<file path="src/rtl/pmr_pkg.sv">
`timescale 1ns/1ps
package pmr_pkg;

    localparam int WORD_W  = 14;
    localparam int PC_W    = 13;
    localparam int ADDR_W  = 13;
    localparam int BYTE_W  = 8;

    localparam int RD_BIT    = 0;
    localparam int SPACE_BIT = 7;

    typedef enum logic [1:0] {
        SEL_ADR_LO = 2'd0,
        SEL_ADR_HI = 2'd1,
        SEL_CTRL   = 2'd2,
        SEL_NONE   = 2'd3
    } reg_sel_e;

    typedef enum logic [1:0] {
        SQ_IDLE = 2'd0,
        SQ_ADDR = 2'd1,
        SQ_DATA = 2'd2
    } seq_state_e;

    typedef struct packed {
        logic [BYTE_W-1:0] hi;
        logic [BYTE_W-1:0] lo;
    } data_pair_t;

    typedef struct packed {
        logic       mem_en;
        logic       load;
        logic       suppress;
        logic [1:0] slots_left;
    } seq_out_t;

    function automatic logic is_prog_strobe(logic we, logic [1:0] sel,
                                            logic [BYTE_W-1:0] d);
        return we && (sel == SEL_CTRL) && d[RD_BIT] && d[SPACE_BIT];
    endfunction

endpackage

</file>
<file path="src/rtl/pmr_regfile.sv">
`timescale 1ns/1ps
module pmr_regfile
    import pmr_pkg::*;
#(
    parameter int WW = WORD_W,
    parameter int AW = ADDR_W
) (
    input  logic              clk,
    input  logic              rst,
    input  logic              wr_en,
    input  logic [1:0]        wr_sel,
    input  logic [BYTE_W-1:0] wr_data,
    input  logic              load,
    input  logic [WW-1:0]     load_word,
    output logic              strobe,
    output logic [AW-1:0]     rd_addr,
    output logic              busy,
    output logic              space,
    output data_pair_t        data
);
    localparam int HI_W = AW - BYTE_W;
    localparam int PAD  = 2 * BYTE_W - WW;

    logic [BYTE_W-1:0] adr_lo;
    logic [HI_W-1:0]   adr_hi;
    logic              ctrl_wr;

    assign ctrl_wr = wr_en && (wr_sel == SEL_CTRL) && !busy;
    assign strobe  = !busy && is_prog_strobe(wr_en, wr_sel, wr_data);
    assign rd_addr = {adr_hi, adr_lo};

    always_ff @(posedge clk) begin
        if (rst) begin
            adr_lo <= '0;
            adr_hi <= '0;
        end else if (wr_en) begin
            if (wr_sel == SEL_ADR_LO) adr_lo <= wr_data;
            if (wr_sel == SEL_ADR_HI) adr_hi <= wr_data[HI_W-1:0];
        end
    end

    always_ff @(posedge clk) begin
        if (rst) begin
            busy  <= 1'b0;
            space <= 1'b0;
        end else begin
            if (ctrl_wr) space <= wr_data[SPACE_BIT];
            if (strobe)    busy <= 1'b1;
            else if (load) busy <= 1'b0;
        end
    end

    always_ff @(posedge clk) begin
        if (rst) begin
            data <= '0;
        end else if (load) begin
            data <= {{PAD{1'b0}}, load_word};
        end
    end

endmodule

</file>
<file path="src/rtl/pmr_sequencer.sv">
`timescale 1ns/1ps
module pmr_sequencer
    import pmr_pkg::*;
(
    input  logic     clk,
    input  logic     rst,
    input  logic     start,
    input  logic     irq_take,
    output seq_out_t so
);
    seq_state_e state;
    logic       cancel;

    always_ff @(posedge clk) begin
        if (rst) begin
            state  <= SQ_IDLE;
            cancel <= 1'b0;
        end else begin
            case (state)
                SQ_IDLE: begin
                    cancel <= 1'b0;
                    if (start) state <= SQ_ADDR;
                end
                SQ_ADDR: begin
                    state  <= SQ_DATA;
                    cancel <= irq_take;
                end
                default: begin
                    state  <= SQ_IDLE;
                    cancel <= 1'b0;
                end
            endcase
        end
    end

    always_comb begin
        so            = '0;
        so.mem_en     = (state == SQ_ADDR);
        so.load       = (state == SQ_DATA);
        so.suppress   = (state == SQ_ADDR) || ((state == SQ_DATA) && !cancel);
        if (state == SQ_ADDR)
            so.slots_left = 2'd2;
        else if ((state == SQ_DATA) && !cancel)
            so.slots_left = 2'd1;
        else
            so.slots_left = 2'd0;
    end

endmodule

</file>
<file path="src/rtl/pmr_slot_mux.sv">
`timescale 1ns/1ps
module pmr_slot_mux
    import pmr_pkg::*;
#(
    parameter int WW  = WORD_W,
    parameter int PCW = PC_W
) (
    input  logic [WW-1:0]  fetch_word,
    input  logic [PCW-1:0] fetch_pc,
    input  logic           irq_req,
    input  logic           suppress,
    input  logic [1:0]     slots_left,
    output logic [WW-1:0]  dec_word,
    output logic           irq_take,
    output logic [PCW-1:0] irq_ret_pc
);
    localparam logic [WW-1:0] NOP_WORD = '0;

    assign dec_word   = suppress ? NOP_WORD : fetch_word;
    assign irq_take   = irq_req;
    assign irq_ret_pc = fetch_pc + PCW'(slots_left);

endmodule

</file>
<file path="src/rtl/pmr_stall_unit.sv">
`timescale 1ns/1ps
module pmr_stall_unit
    import pmr_pkg::*;
#(
    parameter int WW  = WORD_W,
    parameter int PCW = PC_W,
    parameter int AW  = ADDR_W
) (
    input  logic              clk,
    input  logic              rst,
    input  logic              wr_en,
    input  logic [1:0]        wr_sel,
    input  logic [BYTE_W-1:0] wr_data,
    input  logic [PCW-1:0]    fetch_pc,
    input  logic [WW-1:0]     fetch_word,
    input  logic              irq_req,
    input  logic [WW-1:0]     mem_rdata,
    output logic              mem_en,
    output logic [AW-1:0]     mem_addr,
    output logic [WW-1:0]     dec_word,
    output logic              irq_take,
    output logic [PCW-1:0]    irq_ret_pc,
    output logic              rd_busy,
    output logic              space_prog,
    output logic [BYTE_W-1:0] data_lo,
    output logic [BYTE_W-1:0] data_hi
);
    logic       strobe;
    seq_out_t   so;
    data_pair_t data;

    pmr_regfile #(.WW(WW), .AW(AW)) u_regs (
        .clk       (clk),
        .rst       (rst),
        .wr_en     (wr_en),
        .wr_sel    (wr_sel),
        .wr_data   (wr_data),
        .load      (so.load),
        .load_word (mem_rdata),
        .strobe    (strobe),
        .rd_addr   (mem_addr),
        .busy      (rd_busy),
        .space     (space_prog),
        .data      (data)
    );

    pmr_sequencer u_seq (
        .clk      (clk),
        .rst      (rst),
        .start    (strobe),
        .irq_take (irq_take),
        .so       (so)
    );

    pmr_slot_mux #(.WW(WW), .PCW(PCW)) u_mux (
        .fetch_word (fetch_word),
        .fetch_pc   (fetch_pc),
        .irq_req    (irq_req),
        .suppress   (so.suppress),
        .slots_left (so.slots_left),
        .dec_word   (dec_word),
        .irq_take   (irq_take),
        .irq_ret_pc (irq_ret_pc)
    );

    assign mem_en  = so.mem_en;
    assign data_lo = data.lo;
    assign data_hi = data.hi;

endmodule

</file>
<file path="config.mk">
export PLATFORM = sky130hd
export DESIGN_NAME = pmr_stall_unit
export DESIGN_NICKNAME = d
export VERILOG_FILES = /design/src/rtl/pmr_pkg.sv /design/src/rtl/pmr_regfile.sv /design/src/rtl/pmr_sequencer.sv /design/src/rtl/pmr_slot_mux.sv /design/src/rtl/pmr_stall_unit.sv
export SDC_FILE = /design/constraint.sdc
export NUM_CORES = 1
export LEC_CHECK = 0
export BUFFER_PORTS_ARGS = -buffer_cell sky130_fd_sc_hd__buf_2
export CAP_MARGIN = 15
export CELL_PAD_IN_SITES_DETAIL_PLACEMENT = 0
export CELL_PAD_IN_SITES_GLOBAL_PLACEMENT = 1
export CORE_MARGIN = 1.5
export CORE_UTILIZATION = 27
export CTS_BUF_LIST = sky130_fd_sc_hd__clkbuf_8 sky130_fd_sc_hd__clkbuf_16
export DETAILED_ROUTE_END_ITERATION = 16
export HOLD_SLACK_MARGIN = 0.08
export PLACE_DENSITY = 0.9
export RECOVER_POWER = 25
export SLEW_MARGIN = 20
export SYNTH_ARGS = -nofsm -noshare
export SYNTH_HDL_FRONTEND = slang
export SYNTH_SLANG_ARGS = --single-unit
</file>
<file path="constraint.sdc">
create_clock -name clk -period 2.72 [get_ports clk]
set_input_delay 0.544 -clock clk [delete_from_list [all_inputs] [get_ports clk]]
set_output_delay 0.544 -clock clk [all_outputs]
set_load 0.02 [all_outputs]
</file>
==> out/summary.txt <==
Status - completed
Detailed placement HPWL - 3090 µm
Seq/Total Area, Yosys - 42.1%
R2R depth - 5
Pleak - 1.16 nW
Worst Path Arrival - 2110 ps
Total Die Area - 6090 µm²
Crit path from - u_seq.state[0]$_SDFFE_PP0P_
DRT antenna net count - 0
Commonest cells post-synth - 32 x dfxtp_1, 31 x nand2_1, 16 x and2_1, 16 x nor2_1, 15 x a21oi_1
Yosys warns - 0
Layout Area Growth over Synthesis - 54.5%
Number of global-route vias before repair - 1500
Critical Path End - irq_ret_pc[10]
GP Congestion - 0.690
H-Tree Depth - 2
Total clock sinks - 32
Syn_area_per_cell - 8.59 µm²
Worst VDD drop - 0.000234 V
Worst EP required - 2180 ps
# fillers - 591
Maximum clock insertion buffer count - 2
Max_slew headroom - 11.4%
CP Class - flop to output port
Final core utilization - 42.9%
Synthesized area - 1520 µm²
Max-Cap Viols - 0
Layout cell share with drive strength beyond 1 - 47.9%
Number of enable flip-flop cells after synthesis - 0
DRC viols - 0
WL final - 4020 µm
Layout Skew - 2.96 ps
Period utilization - 97.5%
Final Hold Viols - 0
Layout net count - 349
Die width - 78.0 µm
Rows - 27
Least-Margin Pin Slew - 1330 ps
Chip height - 78.0 µm
FMAX - 0.377 GHz
Max-slew violations - 0
Finished Layout Cells - 364
CTS clk-pin slew, worst paths - 60 ps
Ant. Diodes - 0
GRT overflow - 0
Pwr dens - 487 nW/µm²
R2r endpoint - u_regs.data[0]$_SDFFE_PP0N_
Core box area - 5470 µm²
RSZ-0062 raised after global routing - yes
CP Max Fanout - 5
CTS tree - done
Total Power - 1.14 mW
Via-per-instance ratio - 4.35
Clock latency at the later pin of the worst-skew pair - 270 ps
Worst setup EP type - output port
Top FF cell, synth - dfxtp_1
Post-route setup slack - 67.0 ps
Routed vias - 1585
Synth area leader - dfxtp_1
Synthesis-stage register bit count - 32
Share of the synthesized area in the top cell type - 42.1%
GRT Util Overall - 13.4%
Final min period - 2650 ps
DR pass1 iterations - 4
First-pass GRT wire length - 6610 µm
Final setup vio count - 0
Initial antenna violation count - 0
Async SR Flop Fraction - 0%
Synth Instances - 177
WL/cell - 11.0 µm
CTS Root Cell - clkbuf_8
Most frequent cell after synthesis - dfxtp_1
FF-to-FF Start - u_seq.state[0]$_SDFFE_PP0P_
Synth cell types - 28
Worst setup SP type - flop
CTS Buf Count - 5
R2R Setup Slk - 1610 ps
Worst min path class - flop to flop
Worst slack, placed - 125 ps
Hold_ws - 453 ps
PortBufs - 112
Starting DRC count in detailed routing - 40
IO Pins - 115
Top cells by area, synth - dfxtp_1 42%, mux2i_1 9.2%, nand2_1 7.7%
Starting Density - 27.8%
Largest net degree at the start of global routing - 32
Placed Cells - 352
-- repair_timing --
action	4_1_cts	5_1_grt
resized for setup	11	4
pin swaps	5	8
hold buffers	0	0
endpoints found under the setup margin	5	5
buffers inserted	2	2
-- state kept, by name, indices dropped and copies added (netlist names) --
name           count
u_regs.adr_hi      5
u_regs.data       14
u_seq.cancel       1
u_regs.adr_lo      8
u_regs.space       1
u_seq.state        2
u_regs.busy        1
-- kinds of logic after synthesis --
kind of cell	share of synthesized area, %
simple gates	26.8
flops	42.1
compound gates	6.42
buf+inv	5.92
mux	9.22
xor+xnor	6.34
fa+ha+maj	2.96
other cells	0.247
-- stage by stage --
step                      cell area (µm²)  TNS, ps
final                                2350        0
after floorplan                      1550        0
after detailed placement             2140        0
after global routing                 2350     -113
after CTS                            2320        0
after global placement               2140        0
-- routing by layer --
layer  track usage [%]  vias up  part of all wire, %
met2              24.0       75                   48
li1                  -      799                    -
met5                 0        -                    0
met4              5.54        0                  1.6
met3              3.84        5                  9.3
met1              14.7      706                   41
-- layout make-up --
cell class	count	area (µm²)	share of cell area [%]
clock buffers	7	96.3	4.10
clock inverters	1	30.0	1.28
inverters	4	15.0	0.639
multi-input cells	129	852	36.3
flip-flops and latches	32	643	27.4
well taps	72	90.1	3.84
repair buffers	119	622	26.5
-- critical path, stage by stage, from the launching register on --
cell,delay [ps]
dfxtp_2,320
nand2b_4,150
nor2_4,100
ha_4,140
inv_2,30
fa_2,320
and2b_2,270
nand4_1,160
xnor2_2,180
buf_4,160
-- power by group --
part           internal, mW  switching (mW)
sequential            0.477         0.00397
combinational        0.0774           0.100
clock                 0.323           0.162
total                 0.877           0.266
-- worst min path at each step --
stage / startpoint / endpoint / cells after the start
finish: u_regs.data[9]$_SDFFE_PP0N_ / u_regs.data[9]$_SDFFE_PP0N_ / 2
global route: u_regs.data[12]$_SDFFE_PP0N_ / u_regs.data[12]$_SDFFE_PP0N_ / 2
CTS: u_regs.data[1]$_SDFFE_PP0N_ / u_regs.data[1]$_SDFFE_PP0N_ / 2
detailed placement: u_regs.data[1]$_SDFFE_PP0N_ / u_regs.data[1]$_SDFFE_PP0N_ / 2
global placement: u_seq.state[1]$_SDFFE_PP0P_ / u_seq.state[0]$_SDFFE_PP0P_ / 1
floorplan: u_seq.state[1]$_SDFFE_PP0P_ / u_seq.state[0]$_SDFFE_PP0P_ / 1
-- cell usage in the layout (no fill, tap or decap), types with 2 or more instances in the layout --
cell type	instances
buf_2	107
nand2_1	31
dfxtp_1	30
and2_1	16
nor2_1	15
a21oi_1	15
mux2i_1	14
buf_4	11
xnor2_1	8
clkbuf_8	7
nand4_1	6
inv_1	3
xnor2_2	3
and4_1	2
nand3_1	2
conb_1	2
dfxtp_2	2
Note: power is estimated with default switching activity, not from simulation.
